[config.mk]
export PLATFORM = sky130hd
export DESIGN_NAME = casc_phase_div
export DESIGN_NICKNAME = d
export VERILOG_FILES = /design/src/rtl/cpd_pkg.sv /design/src/rtl/cpd_stage.sv /design/src/rtl/casc_phase_div.sv
export SDC_FILE = /design/constraint.sdc
export NUM_CORES = 1
export LEC_CHECK = 0
export BUFFER_PORTS_ARGS = -buffer_cell sky130_fd_sc_hd__buf_2
export CAP_MARGIN = 20
export CORE_MARGIN = 2
export CORE_UTILIZATION = 57
export CTS_BUF_LIST = sky130_fd_sc_hd__clkbuf_4
export CTS_CLUSTER_DIAMETER = 100
export DETAILED_ROUTE_END_ITERATION = 12
export GPL_ROUTABILITY_DRIVEN = 0
export PLACE_DENSITY = 0.82
export SYNTH_ARGS = -nofsm -noshare
export SYNTH_HDL_FRONTEND = slang
export SYNTH_SLANG_ARGS = --single-unit
[constraint.sdc]
create_clock -name clk -period 3.15 [get_ports clk]
set_clock_uncertainty 0.2 [all_clocks]
set_input_delay 0.315 -clock clk [delete_from_list [all_inputs] [get_ports clk]]
set_output_delay 0.315 -clock clk [all_outputs]
set_load 0.05 [all_outputs]
[src/rtl/cpd_pkg.sv]
package cpd_pkg;
  // number of cascaded divider stages in the output path
  localparam int CPD_STAGES = 2;
  // index of each stage in the chain
  localparam int CPD_FAST = 0;
  localparam int CPD_SLOW = 1;
endpackage

[src/rtl/cpd_stage.sv]
module cpd_stage #(
  parameter int DW = 8
) (
  input  logic          clk,
  input  logic          rst_n,
  input  logic          apply,
  input  logic          adv,
  input  logic          lead_in,
  input  logic [DW-1:0] ratio_in,
  input  logic [DW-1:0] phase_in,
  output logic          wrap,
  output logic          lead_out,
  output logic          level,
  output logic          err,
  output logic          one,
  output logic [DW-1:0] ratio_act,
  output logic [DW-1:0] cnt_act
);
  localparam int CW = DW + 1;

  logic [DW-1:0] n_eff, p_eff, load_v;
  logic [CW-1:0] sub, half;
  logic          bad;
  logic [DW-1:0] n_q, cnt_q;
  logic          err_q;

  // effective ratio, clamped phase and counter preload
  always_comb begin
    n_eff = (ratio_in == '0) ? DW'(1) : ratio_in;
    bad   = phase_in > n_eff;
    if (bad)
      p_eff = n_eff - DW'(1);
    else if (phase_in == n_eff)
      p_eff = '0;
    else
      p_eff = phase_in;
    // lead_in: upstream stage starts with a partial period, absorb it here
    sub = {1'b0, p_eff} + CW'(lead_in);
    if (sub == '0 || sub == {1'b0, n_eff})
      load_v = '0;
    else
      load_v = n_eff - sub[DW-1:0];
  end

  always_ff @(posedge clk or negedge rst_n) begin
    if (!rst_n) begin
      n_q   <= DW'(1);
      cnt_q <= '0;
      err_q <= 1'b0;
    end else if (apply) begin
      n_q   <= n_eff;
      cnt_q <= load_v;
      err_q <= bad;
    end else if (adv) begin
      if (cnt_q == n_q - DW'(1))
        cnt_q <= '0;
      else
        cnt_q <= cnt_q + DW'(1);
    end
  end

  assign half      = ({1'b0, n_q} + CW'(1)) >> 1;
  assign level     = {1'b0, cnt_q} < half;
  assign wrap      = adv && (cnt_q == n_q - DW'(1));
  assign lead_out  = p_eff != '0;
  assign err       = err_q;
  assign one       = n_q == DW'(1);
  assign ratio_act = n_q;
  assign cnt_act   = cnt_q;
endmodule

[src/rtl/casc_phase_div.sv]
module casc_phase_div
  import cpd_pkg::*;
#(
  parameter int DW = 8
) (
  input  logic          clk,
  input  logic          rst_n,
  input  logic          resync,
  input  logic [DW-1:0] div_fast,
  input  logic [DW-1:0] div_slow,
  input  logic [DW-1:0] ph_fast,
  input  logic [DW-1:0] ph_slow,
  output logic          clk_out,
  output logic          cfg_err
);
  localparam int NS = CPD_STAGES;

  logic                   armed_q, apply, out_lvl;
  logic [NS-1:0]          adv_v, lead_in_v, wrap_v, lead_v, level_v, err_v, one_v;
  logic [NS-1:0][DW-1:0]  ratio_in_v, phase_in_v, ratio_act, cnt_act;

  assign ratio_in_v[CPD_FAST] = div_fast;
  assign ratio_in_v[CPD_SLOW] = div_slow;
  assign phase_in_v[CPD_FAST] = ph_fast;
  assign phase_in_v[CPD_SLOW] = ph_slow;

  // first edge after reset latches the configuration like a strobe
  always_ff @(posedge clk or negedge rst_n) begin
    if (!rst_n) armed_q <= 1'b0;
    else        armed_q <= 1'b1;
  end
  assign apply = resync | ~armed_q;

  for (genvar i = 0; i < NS; i++) begin : g_stg
    if (i == 0) begin : g_head
      assign adv_v[i]     = 1'b1;
      assign lead_in_v[i] = 1'b0;
    end else begin : g_tail
      assign adv_v[i]     = wrap_v[i-1];
      assign lead_in_v[i] = lead_v[i-1];
    end
    cpd_stage #(.DW(DW)) u_stage (
      .clk       (clk),
      .rst_n     (rst_n),
      .apply     (apply),
      .adv       (adv_v[i]),
      .lead_in   (lead_in_v[i]),
      .ratio_in  (ratio_in_v[i]),
      .phase_in  (phase_in_v[i]),
      .wrap      (wrap_v[i]),
      .lead_out  (lead_v[i]),
      .level     (level_v[i]),
      .err       (err_v[i]),
      .one       (one_v[i]),
      .ratio_act (ratio_act[i]),
      .cnt_act   (cnt_act[i])
    );
  end

  // slow stage at ratio 1 is transparent
  assign out_lvl = one_v[CPD_SLOW] ? level_v[CPD_FAST] : level_v[CPD_SLOW];

  always_ff @(posedge clk or negedge rst_n) begin
    if (!rst_n)       clk_out <= 1'b0;
    else if (armed_q) clk_out <= out_lvl;
  end

  assign cfg_err = |err_v;
endmodule

==> run metrics, run 1 <==
outcome=aborted with a tool error; last stage reached=global routing; error msg=[ERROR GRT-0232] Routing congestion too high. Check the congestion heatmap in the GUI.; Worst endpoint type=register input; placed insts=801; clock buffer count from CTS=5; Compound-Gate Fraction of Synth Area=23.4%; largest net degree at the start of global routing=37; Cell variety after synth=69; Yosys top cell area share=18.3%; post-synthesis sequential area ratio=19.5%; Post-synth ARST share=100%; Simple-Gate Fraction of Synth Area=21.7%; Mapped Area=4640 um^2; Area contributors post-synth=dfrtp_1 (18%), ha_1 (15%), xnor2_1 (7.9%), a21o_1 (4.0%), nand2_1 (4.0%); XOR/XNOR Fraction of Synth Area=12.5%; Yosys warning count=0; mux share of post-synthesis cell area=1.19%; Max Buffers Root-to-Sink=2; CTS sink cnt=36; Ports=37; total grt overflow=5; post-GRT worst EP=g_stg[1].u_stage.cnt_act[7]$_DFFE_PN0P_/D; Chip Height=94.2 um; Post-synth EDFFs=0; DP Wirelength=11200 um; syn nets=677; main combinational cell family by area after synthesis=compound AO/OA/AOI/OAI gates; CTS root buf=clkbuf_4; #FFs+latches synth=36; largest area contributor in the netlist=dfrtp_1; Initial Util=59.4%; H-tree Lvls=2; port buffer count=36; Die W=94.2 um; # rows=32; global router's overall resource usage=66.2%; Post-synth top flop=dfrtp_1; Avg Inst Size Synth=7.93 um^2; Syn Inst Count=585; adder-cell share of the synthesized area=15.7%
[Yosys cell counts (2+ instances only)]
| library cell | instances |
|---|---|
| or4_1 | 2 |
| nor4_1 | 12 |
| dfrtp_1 | 34 |
| a21o_1 | 25 |
| nor2_1 | 35 |
| o22ai_1 | 9 |
| ha_1 | 55 |
| a21oi_1 | 35 |
| o211ai_1 | 4 |
| o31a_1 | 4 |
| nand4_1 | 10 |
| a21oi_2 | 2 |
| o2bb2ai_1 | 4 |
| or3_1 | 4 |
| nand2b_1 | 9 |
| o21a_1 | 6 |
| a2111oi_0 | 2 |
| a211o_1 | 2 |
| mux2_2 | 4 |
| a211oi_1 | 4 |
| xnor2_1 | 42 |
| or2_2 | 3 |
| nor2b_1 | 9 |
| o21ai_0 | 29 |
| o311ai_2 | 2 |
| dfstp_2 | 2 |
| nor3_1 | 12 |
| clkbuf_1 | 32 |
| nand3_1 | 24 |
| and4_1 | 2 |
| inv_1 | 35 |
| a31oi_1 | 4 |
| nor4b_1 | 2 |
| xor2_1 | 20 |
| o31ai_1 | 8 |
| nor3b_1 | 3 |
| nand2_1 | 50 |
| fa_1 | 2 |
| and3_1 | 9 |
| buf_2 | 4 |
[cells by family after synthesis]
group	after synthesis
compound gates	157
xor+xnor	64
fa+ha+maj	57
buf+inv	71
flops	36
mux	5
other cells	1
simple gates	194
[layer usage]
metal,global-route usage [%],GRT overflow
met5,17.3,0
met2,87.1,2
met1,63.6,0
met3,47.0,0
met4,68.1,3
[timing repair]
item / CTS
endpoints found under the hold margin: 34
setup buffers: 27
gates resized for setup: 79
hold buffers: 1
setup endpoints to repair: 16
pin swaps: 57
[stage by stage]
| step | util, % | worst slack, ps | cell area [um^2] |
|---|---|---|---|
| 4_1_cts | 81.8 | -1210 | 6390 |
| 3_3_place_gp | 74.0 | -1490 | 5780 |
| 3_5_place_dp | 74.0 | -1770 | 5780 |
| 2_1_floorplan | - | -1360 | 4780 |
==> run 2, diff against run 1 <==
CORE_UTILIZATION = 40   (was 57)
CTS_BUF_LIST = unset   (was sky130_fd_sc_hd__clkbuf_4)
CTS_CLUSTER_DIAMETER = unset   (was 100)
PLACE_DENSITY = unset   (was 0.82)
PLACE_DENSITY_LB_ADDON = 0.15   (was unset)
==> run metrics, run 2 <==
outcome=complete, but fails checks; # diodes=0; top-count cell post-synth=ha_1; post-synthesis sequential area ratio=19.5% (unchanged); Slew Viols, Final=0; Post-synth top flop=dfrtp_1; Avg WL per Cell=15.8 um; Chip Height=112 um (+19%); die footprint=12500 um^2; Cell variety after synth=69 (unchanged); routed wire length=14100 um; Max Buffers Root-to-Sink=2 (unchanged); #FFs+latches synth=36 (unchanged); CTS root buf=clkbuf_16; RSZ-0062 raised after global routing=true; initial antenna violation count=0; global router's overall resource usage=22.6%; setup TNS=-14220 ps; DP Wirelength=10800 um (-3.6%); Remaining DRCs=0; Ports=37 (unchanged); WP data required=3110 ps; H-tree Lvls=2 (unchanged); Post-synth EDFFs=0 (unchanged); syn nets=677 (unchanged); failing checks=setup timing; Power Dens Cells=441 nW/um^2; worst setup path class=input pin to flip-flop; Critical Path AT=4480 ps; clock slew seen by the registers of the worst setup and hold paths=50 ps; Crit Path Max Fanout=4; Initial Util=40.8% (-19 points); maximum VDD drop=235 uV; total grt overflow=0; Area contributors post-synth=dfrtp_1 (18%), ha_1 (15%), xnor2_1 (7.9%), a21o_1 (4.0%), nand2_1 (4.0%); layout cell share with drive strength beyond 1=36.7%; Power, Total=2.94 mW; Max-slew headroom=44.2%; Hold/Removal Path Class=input pin to flip-flop; PnR worst setup slack=-1370 ps; initial DRC count=272; via count of the first global-routing pass=4850; Worst Setup End Kind=flip-flop; Fmax=0.221 GHz; final setup fails=16; most common cell after layout, fill and taps aside=buf_4; Worst Tran Pin Value=837 ps; DR vias=4850; core area=11400 um^2; Avg Inst Size Synth=7.93 um^2 (unchanged); CTS tree=yes; # rows=39 (+22%); Static Leak=3.06 nW; max-cap viol count=0; CTS sink cnt=36 (unchanged); antenna viol nets, final=0; Nets=844; pre-CTS setup slack=-1700 ps (+69.8 ps); Synth-to-Final Area Change=43.6%; Setup crit start kind=input pin; post-route clock period utilization=143%; Die W=112 um (+19%); final worst path period need=4520 ps; port buffer count=36 (unchanged); first-pass GRT wire length=23500 um; most frequent cells in the layout=buf_4 (150), nand2_1 (49), ha_1 (47); most frequent cells after synthesis=ha_1 (55), nand2_1 (50), xnor2_1 (42); Clock Latency Late Sink=280 ps; Via density=5.41; 1st-pass router iterations=4; largest net degree at the start of global routing=37; Yosys warning count=0 (unchanged); fill count=1029; Syn Inst Count=585 (unchanged); final hold vios=0; Yosys top cell area share=18.3% (unchanged); Mapped Area=4640 um^2 (unchanged); clock buffer count from CTS=5 (unchanged); Post-synth ARST share=100% (unchanged); largest area contributor in the netlist=dfrtp_1
==> run 2: report_power, final <==
part	switching [mW]	leakage [nW]	internal (mW)
Combinational	0.785	2.57	0.886
Sequential	0.192	0.425	0.572
Clock	0.188	0.0701	0.315
Total	1.16	3.06	1.77
==> run 2: final timing paths <==
| kind | start | endpoint | slack [ps] | cells past startpoint |
|---|---|---|---|---|
| max in group asynchronous | rst_n | g_stg[1].u_stage.cnt_act[7] | 1740 | 2 |
| worst min register to register | g_stg[1].u_stage.err | g_stg[1].u_stage.err | 280 | 2 |
| min in group asynchronous | rst_n | g_stg[1].u_stage.cnt_act[1] | 490 | 2 |
| worst max register to register | g_stg[0].u_stage.ratio_act[0] | g_stg[1].u_stage.cnt_act[7] | 180 | 12 |
| worst min-delay path | div_fast[6] | g_stg[0].u_stage.ratio_act[6] | 250 | 4 |
| worst max-delay path | div_fast[4] | g_stg[1].u_stage.cnt_act[7] | -1370 | 26 |
==> run 2: metal layers <==
metal	vias up	wire [um]	GRT usage [%]	share of wire [%]
li1	2436	-	-	-
met1	2276	6700	31.0	47
met2	122	6770	38.5	48
met3	16	444	1.74	3.1
met4	0	212	6.09	1.5
met5	-	0	0	0
==> run 2: critical path: stages <==
cell and delay (ps):
buf_8 100, nor2_4 100, nand4_1 140, nor2_2 170
nor2_4 60, buf_12 120, ha_4 170, xor2_2 150
a211o_1 280, or4_1 410, o21a_1 230, ha_4 190
ha_4 170, and3_4 160, o21ai_2 50, o21ai_1 90
nand2_1 80, xor2_1 160, ha_1 290, o211ai_1 150
a31oi_1 130, xnor2_1 250, xnor3_1 180, nor2_1 40
a311oi_1 200, o21ai_1 100
==> run 2: final cells by class <==
type	instances	area (um^2)	area share, %
inverter	35	131	1.97
timing repair buffer	196	1480	22.2
multi-input combinational	478	3820	57.4
sequential	36	903	13.6
tap	143	179	2.69
clock inverter	1	7.51	0.113
clock buffer	7	143	2.14
==> run 2: logic make-up (layout without fill, tap and decap cells) <==
group / count (synthesis) / in the layout / share of synthesized area (%)
buffers and inverters: 71 / 239 / 5.86
adder cells (fa/ha/maj): 57 / 57 / 15.7
XOR/XNOR: 64 / 64 / 12.5
flip-flops: 36 / 36 / 19.5
AND/OR/NAND/NOR: 194 / 194 / 21.7
AO/OA/AOI/OAI: 157 / 157 / 23.4
multiplexers: 5 / 5 / 1.19
other: 1 / 1 / 0.0809
==> run 2: per-stage QoR <==
step,std cells,cell area (um^2),hold WS [ps],utilization (%)
floorplan,585,4780,-181,-
global placement,854,5920,260,52.1
detailed placement,854,5920,258,52.1
CTS,892,6490,234,57.1
global route,896,6660,269,58.6
finish,896,6660,245,58.6
==> run 2: what timing repair did <==
item / in CTS / in global routing
hold buffers: 1 / 0
gates resized for setup: 37 / 22
setup buffers: 29 / 6
endpoints found under the hold margin: 34 / 0
gates cloned: 0 / 0
setup endpoints to repair: 16 / 16
pin swaps: 43 / 26
(Power assumes the default switching activity.)
